===== src/rtl/pal_pkg.sv =====
package pal_pkg;
  typedef enum logic [1:0] {
    FMT_LEGACY   = 2'd0,
    FMT_HANDHELD = 2'd1,
    FMT_EXT      = 2'd2
  } pal_fmt_e;

  // spread 2-bit-per-channel legacy colour into the 3-bit-per-channel layout
  function automatic logic [15:0] legacy_repack(input logic [15:0] d);
    return ((d << 1) & 16'h000E) | ((d << 2) & 16'h00E0) | (d & 16'h0E00);
  endfunction

  localparam logic [11:0] COLOR_FIELD_MASK = 12'hEEE;
endpackage


===== src/rtl/pal_addr_map.sv =====
module pal_addr_map
  import pal_pkg::*;
#(
  parameter int ADDR_W = 7,
  parameter int IDX_W  = 6,
  parameter int DATA_W = 16
) (
  input  logic              ext_mode_i,
  input  logic              handheld_i,
  input  logic [ADDR_W-1:0] addr_i,
  input  logic [DATA_W-1:0] data_i,
  output pal_fmt_e          fmt_o,
  output logic [IDX_W-1:0]  idx_o,
  output logic [DATA_W-1:0] wdata_o,
  output logic [11:0]       color_o
);
  localparam int NARROW_W = 5;

  logic [ADDR_W-1:0] half_addr;
  assign half_addr = addr_i >> 1;

  always_comb begin
    if (ext_mode_i)      fmt_o = FMT_EXT;
    else if (handheld_i) fmt_o = FMT_HANDHELD;
    else                 fmt_o = FMT_LEGACY;
  end

  always_comb begin
    idx_o   = '0;
    wdata_o = data_i;
    color_o = data_i[11:0] & COLOR_FIELD_MASK;
    unique case (fmt_o)
      FMT_EXT: begin
        idx_o = half_addr[IDX_W-1:0];
      end
      FMT_HANDHELD: begin
        idx_o[NARROW_W-1:0] = half_addr[NARROW_W-1:0];
        color_o             = data_i[11:0];
      end
      default: begin
        idx_o[NARROW_W-1:0] = addr_i[NARROW_W-1:0];
        wdata_o             = legacy_repack(data_i);
        color_o             = wdata_o[11:0] & COLOR_FIELD_MASK;
      end
    endcase
  end
endmodule


===== src/rtl/pal_bleed_gate.sv =====
module pal_bleed_gate #(
  parameter int SLOT_W      = 8,
  parameter int LINE_W      = 9,
  parameter int BORDER_W    = 8,
  parameter int BG_START    = 6,
  parameter int SPAN_WIDE   = 171,
  parameter int SPAN_NARROW = 141,
  parameter int POS_W       = SLOT_W + 1
) (
  input  logic                wide_line_i,
  input  logic [SLOT_W-1:0]   hslot_i,
  input  logic [LINE_W-1:0]   vline_i,
  input  logic [LINE_W-1:0]   inactive_start_i,
  input  logic [BORDER_W-1:0] border_bot_i,
  input  logic [BORDER_W-1:0] border_top_i,
  output logic                hit_o,
  output logic [POS_W-1:0]    pos_o
);
  localparam int CMP_W = LINE_W + 2;
  localparam int EXT_W = SLOT_W + 2;
  localparam logic [CMP_W-1:0] WRAP      = CMP_W'(1 << LINE_W);
  localparam logic [EXT_W-1:0] START_V   = EXT_W'(BG_START);
  localparam logic [EXT_W-1:0] END_WIDE  = EXT_W'(BG_START + SPAN_WIDE);
  localparam logic [EXT_W-1:0] END_NARW  = EXT_W'(BG_START + SPAN_NARROW);

  logic [EXT_W-1:0] slot_x, end_slot, rel;
  logic [CMP_W-1:0] line_x, bot_lim, top_lim;
  logic             h_ok, v_ok;

  assign slot_x   = EXT_W'(hslot_i);
  assign end_slot = wide_line_i ? END_WIDE : END_NARW;
  assign h_ok     = (slot_x >= START_V) && (slot_x < end_slot);

  assign line_x  = CMP_W'(vline_i);
  assign bot_lim = CMP_W'(inactive_start_i) + CMP_W'(border_bot_i);
  assign top_lim = WRAP - CMP_W'(border_top_i);
  assign v_ok    = (line_x < bot_lim) || (line_x > top_lim);

  assign hit_o = h_ok && v_ok;
  assign rel   = slot_x - START_V;
  assign pos_o = POS_W'({rel[EXT_W-2:0], 1'b1});
endmodule


===== src/rtl/pal_store.sv =====
module pal_store #(
  parameter int IDX_W  = 6,
  parameter int DATA_W = 16,
  parameter int DEPTH  = 1 << IDX_W
) (
  input  logic              clk_i,
  input  logic              rst_ni,
  input  logic              we_i,
  input  logic [IDX_W-1:0]  widx_i,
  input  logic [DATA_W-1:0] wdata_i,
  input  logic [IDX_W-1:0]  ridx_i,
  output logic [DATA_W-1:0] rdata_o
);
  logic [DATA_W-1:0] entry_q [DEPTH];

  for (genvar g = 0; g < DEPTH; g++) begin : g_entry
    always_ff @(posedge clk_i or negedge rst_ni) begin
      if (!rst_ni)                                 entry_q[g] <= '0;
      else if (we_i && (widx_i == IDX_W'(g)))      entry_q[g] <= wdata_i;
    end
  end

  always_ff @(posedge clk_i or negedge rst_ni) begin
    if (!rst_ni) rdata_o <= '0;
    else         rdata_o <= entry_q[ridx_i];
  end
endmodule


===== src/rtl/pal_write_port.sv =====
module pal_write_port
  import pal_pkg::*;
#(
  parameter int ADDR_W      = 7,
  parameter int IDX_W       = 6,
  parameter int DATA_W      = 16,
  parameter int SLOT_W      = 8,
  parameter int LINE_W      = 9,
  parameter int BORDER_W    = 8,
  parameter int BG_START    = 6,
  parameter int SPAN_WIDE   = 171,
  parameter int SPAN_NARROW = 141
) (
  input  logic                clk_i,
  input  logic                rst_ni,
  input  logic                wr_en_i,
  input  logic [ADDR_W-1:0]   wr_addr_i,
  input  logic [DATA_W-1:0]   wr_data_i,
  input  logic                ext_mode_i,
  input  logic                handheld_i,
  input  logic                wide_line_i,
  input  logic [SLOT_W-1:0]   hslot_i,
  input  logic [LINE_W-1:0]   vline_i,
  input  logic [LINE_W-1:0]   inactive_start_i,
  input  logic [BORDER_W-1:0] border_bot_i,
  input  logic [BORDER_W-1:0] border_top_i,
  input  logic [IDX_W-1:0]    rd_addr_i,
  output logic [DATA_W-1:0]   rd_data_o,
  output logic                bleed_vld_o,
  output logic [SLOT_W:0]     bleed_pos_o,
  output logic [IDX_W-1:0]    bleed_idx_o,
  output logic [11:0]         bleed_color_o
);
  localparam int POS_W = SLOT_W + 1;
  localparam int DEPTH = 1 << IDX_W;

  pal_fmt_e          fmt;
  logic [IDX_W-1:0]  widx;
  logic [DATA_W-1:0] wdata;
  logic [11:0]       wcolor;
  logic              hit;
  logic [POS_W-1:0]  pos;

  pal_addr_map #(.ADDR_W(ADDR_W), .IDX_W(IDX_W), .DATA_W(DATA_W)) u_map (
    .ext_mode_i (ext_mode_i),
    .handheld_i (handheld_i),
    .addr_i     (wr_addr_i),
    .data_i     (wr_data_i),
    .fmt_o      (fmt),
    .idx_o      (widx),
    .wdata_o    (wdata),
    .color_o    (wcolor)
  );

  pal_bleed_gate #(
    .SLOT_W(SLOT_W), .LINE_W(LINE_W), .BORDER_W(BORDER_W), .BG_START(BG_START),
    .SPAN_WIDE(SPAN_WIDE), .SPAN_NARROW(SPAN_NARROW), .POS_W(POS_W)
  ) u_gate (
    .wide_line_i      (wide_line_i),
    .hslot_i          (hslot_i),
    .vline_i          (vline_i),
    .inactive_start_i (inactive_start_i),
    .border_bot_i     (border_bot_i),
    .border_top_i     (border_top_i),
    .hit_o            (hit),
    .pos_o            (pos)
  );

  pal_store #(.IDX_W(IDX_W), .DATA_W(DATA_W), .DEPTH(DEPTH)) u_store (
    .clk_i   (clk_i),
    .rst_ni  (rst_ni),
    .we_i    (wr_en_i),
    .widx_i  (widx),
    .wdata_i (wdata),
    .ridx_i  (rd_addr_i),
    .rdata_o (rd_data_o)
  );

  always_ff @(posedge clk_i or negedge rst_ni) begin
    if (!rst_ni) begin
      bleed_vld_o   <= 1'b0;
      bleed_pos_o   <= '0;
      bleed_idx_o   <= '0;
      bleed_color_o <= '0;
    end else begin
      bleed_vld_o <= wr_en_i && hit;
      if (wr_en_i && hit) begin
        bleed_pos_o   <= pos;
        bleed_idx_o   <= widx;
        bleed_color_o <= wcolor;
      end
    end
  end

  logic unused_fmt;
  assign unused_fmt = ^fmt;
endmodule


===== config.mk =====
export PLATFORM = sky130hd
export DESIGN_NAME = pal_write_port
export DESIGN_NICKNAME = d
export VERILOG_FILES = /design/src/rtl/pal_pkg.sv /design/src/rtl/pal_addr_map.sv /design/src/rtl/pal_bleed_gate.sv /design/src/rtl/pal_store.sv /design/src/rtl/pal_write_port.sv
export SDC_FILE = /design/constraint.sdc
export NUM_CORES = 2
export LEC_CHECK = 0
export BUFFER_PORTS_ARGS = -buffer_cell sky130_fd_sc_hd__clkbuf_2
export CAP_MARGIN = 20
export CORE_ASPECT_RATIO = 1.5
export CORE_MARGIN = 5
export CORE_UTILIZATION = 25
export CTS_BUF_LIST = sky130_fd_sc_hd__clkbuf_8
export DETAILED_ROUTE_END_ITERATION = 16
export PLACE_DENSITY_LB_ADDON = 0.25
export REMOVE_ABC_BUFFERS = 1
export SYNTH_ARGS = -nofsm -noshare
export SYNTH_HDL_FRONTEND = slang
export SYNTH_SLANG_ARGS = --single-unit

===== constraint.sdc =====
create_clock -name clk_i -period 1.78 [get_ports clk_i]
set_input_delay 0.178 -clock clk_i [delete_from_list [all_inputs] [get_ports clk_i]]
set_output_delay 0.178 -clock clk_i [all_outputs]
set_load 0.02 [all_outputs]

# Word-level counts from Yosys, hierarchy flattened

Cells that the tools add are included.

Word-level logic and storage cells: 225
Register bits after elaboration: 1068
Output and inout port bits: 44
Input bits: 77

Mux-type cells: 10
Bitwise operators: 3
Order comparisons: 5
Reductions and logical operators: 70
Eq/ne operators: 65
$add $sub $neg: 3

Operator list:

| cell                                                                  | number |
|---|---|
| 6-bit equality test, second input constant                            | 32 |
| 16-bit binary-select mux with 6-bit select                            | 1 |
| 6-bit by 5-bit equality test with 1-bit output, second input constant | 16 |
| 1-bit logical AND                                                     | 67 |
| 6-bit by 4-bit equality test with 1-bit output, second input constant | 8 |
| 16-bit 2-to-1 mux                                                     | 3 |
| 6-bit by 3-bit equality test with 1-bit output, second input constant | 4 |
| 12-bit case mux with 2 select lines                                   | 1 |
| 16-bit by 12-bit bitwise OR with 16-bit output                        | 1 |
| 6-bit by 2-bit equality test with 1-bit output, second input constant | 2 |
| 9-bit by 11-bit > comparator with 1-bit output                        | 1 |
| 9-bit by 11-bit < comparator with 1-bit output                        | 1 |
| 10-bit by 8-bit subtractor with 11-bit output, first input constant   | 1 |
| 9-bit by 8-bit adder with 10-bit output                               | 1 |
| 8-bit by 10-bit < comparator with 1-bit output                        | 1 |
| 8-bit by 3-bit >= comparator with 1-bit output, second input constant | 1 |
| 4-bit by 8-bit bitwise OR with 8-bit output                           | 1 |
| 8-bit by 3-bit subtractor with 8-bit output, second input constant    | 1 |
| 7-bit >= comparator, second input constant                            | 1 |
| 6-bit inverter with 7-bit output                                      | 1 |
| 6-bit by 1-bit equality test with 1-bit output, second input constant | 1 |
| 6-bit zero test                                                       | 1 |
| 6-bit 2-to-1 mux                                                      | 1 |
| 5-bit 2-to-1 mux                                                      | 1 |
| other kinds (6)                                                       | 7 |

# Logic depth before layout (Yosys ltp)

Word-level depth: 7
Mapped depth: 17
Depth with buffers taken out: 16

# Cells and area by module

Synthesis repeated with hierarchy kept, for this count alone.

Cells, all modules: 3271
Area, all modules: 49638.9 µm²

By module, submodules not included:

| module         | instances | seq. area each (µm²) | cells each | area an instance (µm²) |
|---|---|---|---|---|
| pal_store      | 1         | 26025.0              | 3036       | 47055.1 |
| pal_write_port | 1         | 700.7                | 59         | 1113.6 |
| pal_bleed_gate | 1         | 0.0                  | 137        | 1039.7 |
| pal_addr_map   | 1         | 0.0                  | 39         | 430.4 |

# Least setup slack after synthesis

Ideal clock, no wire load.

Kind: input-to-reg
Start point: in inactive_start_i[0]
End point: reg bleed_pos_o[3]
Data required time: 1.654 ns
Buffers on the path: 2
Setup time: 0.126 ns
Data arrival time: 3.073 ns
Path slack: -1.420 ns
Cell stages on the path: 16
Path through: ha_1 > inv_1 > fa_1 > nor2b_1 > o21ai_0 > a21boi_0 > o21a_1 > o41a_1 > xnor2_1 > ha_1 > a211oi_1 > o211ai_1 > a31o_1 > buf_6 > buf_6 > a221o_1

Word-level cells in the longest chain between the ends: 5

Ends and longest elaborated chain:

| item                                           | RTL line             | source |
|---|---|---|
| start, declared                                | pal_write_port.sv:24 | `input logic [LINE_W-1:0] inactive_start_i,` |
| 9-bit by 8-bit adder with 10-bit output        | pal_bleed_gate.sv:35 | `assign bot_lim = CMP_W'(inactive_start_i) + CMP_W'(border_bot_i);` |
| 9-bit by 11-bit < comparator with 1-bit output | pal_bleed_gate.sv:37 | `assign v_ok = (line_x < bot_lim) \|\| (line_x > top_lim);` |
| 1-bit logical OR                               | pal_bleed_gate.sv:37 |  |
| 1-bit logical AND                              | pal_bleed_gate.sv:39 | `assign hit_o = h_ok && v_ok;` |
| 1-bit logical AND                              | pal_write_port.sv:87 | `if (wr_en_i && hit) begin` |
| end signal, assigned                           | pal_write_port.sv:88 | `bleed_pos_o <= pos;` |
| end, declared                                  | pal_write_port.sv:30 | `output logic [SLOT_W:0] bleed_pos_o,` |

No other way between the ends.
A chain may end at the register's enable or synchronous reset.

# Worst setup path in the final report

Start point: in inactive_start_i[0]
End point: reg bleed_idx_o[0]

Word-level cells in the longest chain between the ends: 5

Ends and longest elaborated chain:

| item                                           | RTL line             | source |
|---|---|---|
| 9-bit by 8-bit adder with 10-bit output        | pal_bleed_gate.sv:35 |  |
| 9-bit by 11-bit < comparator with 1-bit output | pal_bleed_gate.sv:37 |  |
| 1-bit logical OR                               | pal_bleed_gate.sv:37 |  |
| 1-bit logical AND                              | pal_bleed_gate.sv:39 |  |
| 1-bit logical AND                              | pal_write_port.sv:87 |  |
| end signal, assigned                           | pal_write_port.sv:89 | `bleed_idx_o <= widx;` |
| end, declared                                  | pal_write_port.sv:31 | `output logic [IDX_W-1:0] bleed_idx_o,` |

No other way between the ends.

==> results.json <==
{
  "crit_fanout": 8,
  "core_area_um2": 190000,
  "worst-setup-path-type": "input pin to flop",
  "antenna_found_initial": 12,
  "layout_setup_ws_ps": -683,
  "arrival_ps": 3190,
  "async_flop_share_pct": 100,
  "cts.path.max_buffers": 4,
  "fin_crit_ps": 2460,
  "finalNonFillerCells": 7331,
  "io_pins": 121,
  "crit_path_start": "inactive_start_i[0]",
  "power.leakage_nw": 26.6,
  "violations": "setup timing",
  "insertion_delay_ps": 840,
  "synthTopCellsByArea": "dfrtp_1, mux4_2, o21ai_0, nand2_1, mux2i_1",
  "finish.instance_area_um2": 59300,
  "cp-end-kind": "flop",
  "drv_slew": 0,
  "hold_class": "input pin to asynchronous set/reset pin",
  "antenna_left": 0,
  "ys_dominant_reg_cell": "dfrtp_1",
  "netlist.area_leader.share_pct": 56.1,
  "post-place-cells": 7003,
  "routedWlPerCell_um": 20.8,
  "max_clock_freq_mhz": 406,
  "worstMarginPinSlew_ps": 867,
  "hold_viol_final": 0,
  "final_util_pct": 31.3,
  "cts_tree": "built",
  "dr.pass1.iters": 5,
  "final_nets": 4851,
  "port_buffers": 120,
  "vdd_ir_drop_max_mv": 0.424,
  "die_h_um": 545,
  "place.gp.congestion": 0.819,
  "setup_tns_ps": -17990,
  "via_per_inst": 4.58,
  "path_clk_slew_ps": 70,
  "yosys_warnings": 0,
  "synth_area_leader_cell": "dfrtp_1",
  "seq_area_frac_synth_pct": 56.1,
  "synth.distinct_cells": 71,
  "cts_buffers": 169,
  "drc": 0,
  "r2r-start": "u_store.entry_q[517]$_DFFE_PN0P_",
  "gr-total-overflow": 0,
  "fin_worst_skew_ps": 46.5,
  "wirelength_mm": 152,
  "synthCells": 4343,
  "setup_viol": 29,
  "rsz0062_at_grt": "true",
  "fillers": 19564,
  "status": "complete, but fails checks",
  "cts.sinks": 1068,
  "drive_above_1_share_pct": 25.4,
  "die_w_um": 367,
  "synth_edf_count": 0,
  "syn_avg_cell_area_um2": 11.0,
  "drt_iter0_markers": 1711,
  "grt_pass1_vias": 35477,
  "routed-via-count": 33584,
  "cts_max_level": 4,
  "root_buffer": "clkbuf_8",
  "dieArea_um2": 200000,
  "start_util_pct": 25.1,
  "grt_max_degree": 115,
  "track_usage_pct": 15.2,
  "worst_setup_path_start_kind": "input pin",
  "num_rows": 196,
  "post-route-period-util_pct": 138,
  "power_density_nw_per_um2": 1010,
  "yosysMostFrequentCell": "dfrtp_1",
  "netlist_area_um2": 47700,
  "required_ps": 2500,
  "dp_hpwl_mm": 106,
  "slew-limit-headroom_pct": 42.2,
  "synth_common_cells": "dfrtp_1, nand2_1, o21ai_0",
  "dpl-instance-area_um2": 55300,
  "ys_seq_elements": 1068,
  "maxCapViolCount": 0,
  "grt_pass1_wl_mm": 231,
  "syn2layout_area_growth_pct": 24.5
}
-- power by group --
| group | internal (W) | total [W] | switching, W |
|---|---|---|---|
| sequential | 0.0275 | 0.0292 | 0.00173 |
| clock | 0.0110 | 0.0208 | 0.00982 |
| combinational | 0.00466 | 0.00993 | 0.00527 |
| total | 0.0431 | 0.0600 | 0.0168 |
-- final cells by class --
type	instances	area, um^2	area share [%]
well taps	2475	3100	5.22
multi-input cells	2846	19600	33.0
diodes	9	22.5	0.0380
clock buffers	214	2950	4.96
clock inverters	60	305	0.515
inverters	27	101	0.171
repair buffers	632	6570	11.1
flip-flops and latches	1068	26700	45.1
-- kinds of logic after synthesis --
kind of cell / count (synthesis) / share of synthesized area [%]
buffers and inverters: 429 / 3.79
XOR/XNOR: 18 / 0.331
flip-flops: 1068 / 56.1
AND/OR/NAND/NOR: 1220 / 10.2
multiplexers: 391 / 15.0
adder cells (fa/ha/maj): 30 / 0.803
AO/OA/AOI/OAI: 1187 / 13.8
-- sequential cells by signal, summed over array words and instances, names as in the netlist --
register and count:
bleed_color_o 12, bleed_idx_o 6, bleed_vld_o 1, bleed_pos_o 9, u_store.entry_q 1024, u_store.rdata_o 16
-- metrics by stage --
stage,setup WS [ps],hold slack (ps),total power [W]
after floorplan,-1820,-118,0.0342
after global placement,-1740,287,0.0391
after detailed placement,-1730,295,0.0394
after CTS,-556,22.6,0.0609
after global routing,-825,103,0.0632
final,-683,81.8,0.0600
-- cell usage in the layout (no fill, tap or decap), types with 6 or more instances in the layout --
| cell type | instances |
|---|---|
| o21ai_1 | 27 |
| mux2i_2 | 14 |
| nor2b_1 | 6 |
| nand3_1 | 12 |
| clkbuf_8 | 214 |
| mux2i_4 | 9 |
| nor3_1 | 8 |
| clkbuf_2 | 113 |
| nand2_1 | 1051 |
| o21ai_0 | 918 |
| a311oi_1 | 16 |
| a22oi_1 | 44 |
| a21oi_1 | 54 |
| a221o_1 | 10 |
| xor2_1 | 6 |
| a21o_1 | 19 |
| mux4_2 | 258 |
| buf_4 | 317 |
| and4_1 | 15 |
| nand2b_1 | 7 |
| nand2_2 | 9 |
| buf_12 | 155 |
| dfrtp_1 | 1065 |
| dlygate4sd3_1 | 36 |
| xnor2_1 | 12 |
| diode_2 | 9 |
| inv_1 | 66 |
| ha_1 | 27 |
| mux2i_1 | 107 |
| o21ai_2 | 44 |
| nor2_1 | 65 |
| clkinv_2 | 12 |
| a22oi_2 | 17 |
-- path summary, 6_finish.rpt --
path	endpoint	slack [ps]	cells after the start
worst max-delay path	bleed_idx_o[0]$_DFFE_PN0P_	-680	18
worst min-delay path	u_store.entry_q[148]$_DFFE_PN0P_	80	3
worst max register to register	u_store.rdata_o[5]$_DFF_PN0_	0	4
worst min register to register	bleed_pos_o[0]$_DFFE_PN0P_	470	1
max in group asynchronous	u_store.entry_q[818]$_DFFE_PN0P_	150	5
min in group clk_i	u_store.entry_q[97]$_DFFE_PN0P_	130	6
-- routing by layer --
metal	wire length, um	global-route usage [%]
met1	61200	17.7
met2	78300	27.5
met3	5400	2.18
met4	7340	7.14
met5	42	0
-- worst max-delay path, stage by stage --
cell	delay [ps]
buf_6	100
ha_4	150
inv_2	50
fa_2	190
nor2b_1	50
o21ai_1	160
a21boi_1	90
o21a_1	200
o41a_1	320
xnor2_1	140
ha_1	300
buf_4	140
o21a_1	90
nor2_1	120
a211oi_2	80
a31o_2	300
clkbuf_16	180
a221o_1	340
-- repair_timing --
action,in CTS,in global routing
pin swaps,8,15
hold buffers,38,0
gates cloned,0,2
buffers inserted,4,7
hold endpoints to repair,1934,0
setup endpoints to repair,40,961
resized for setup,30,50
Power figures use the tool's default switching activity.
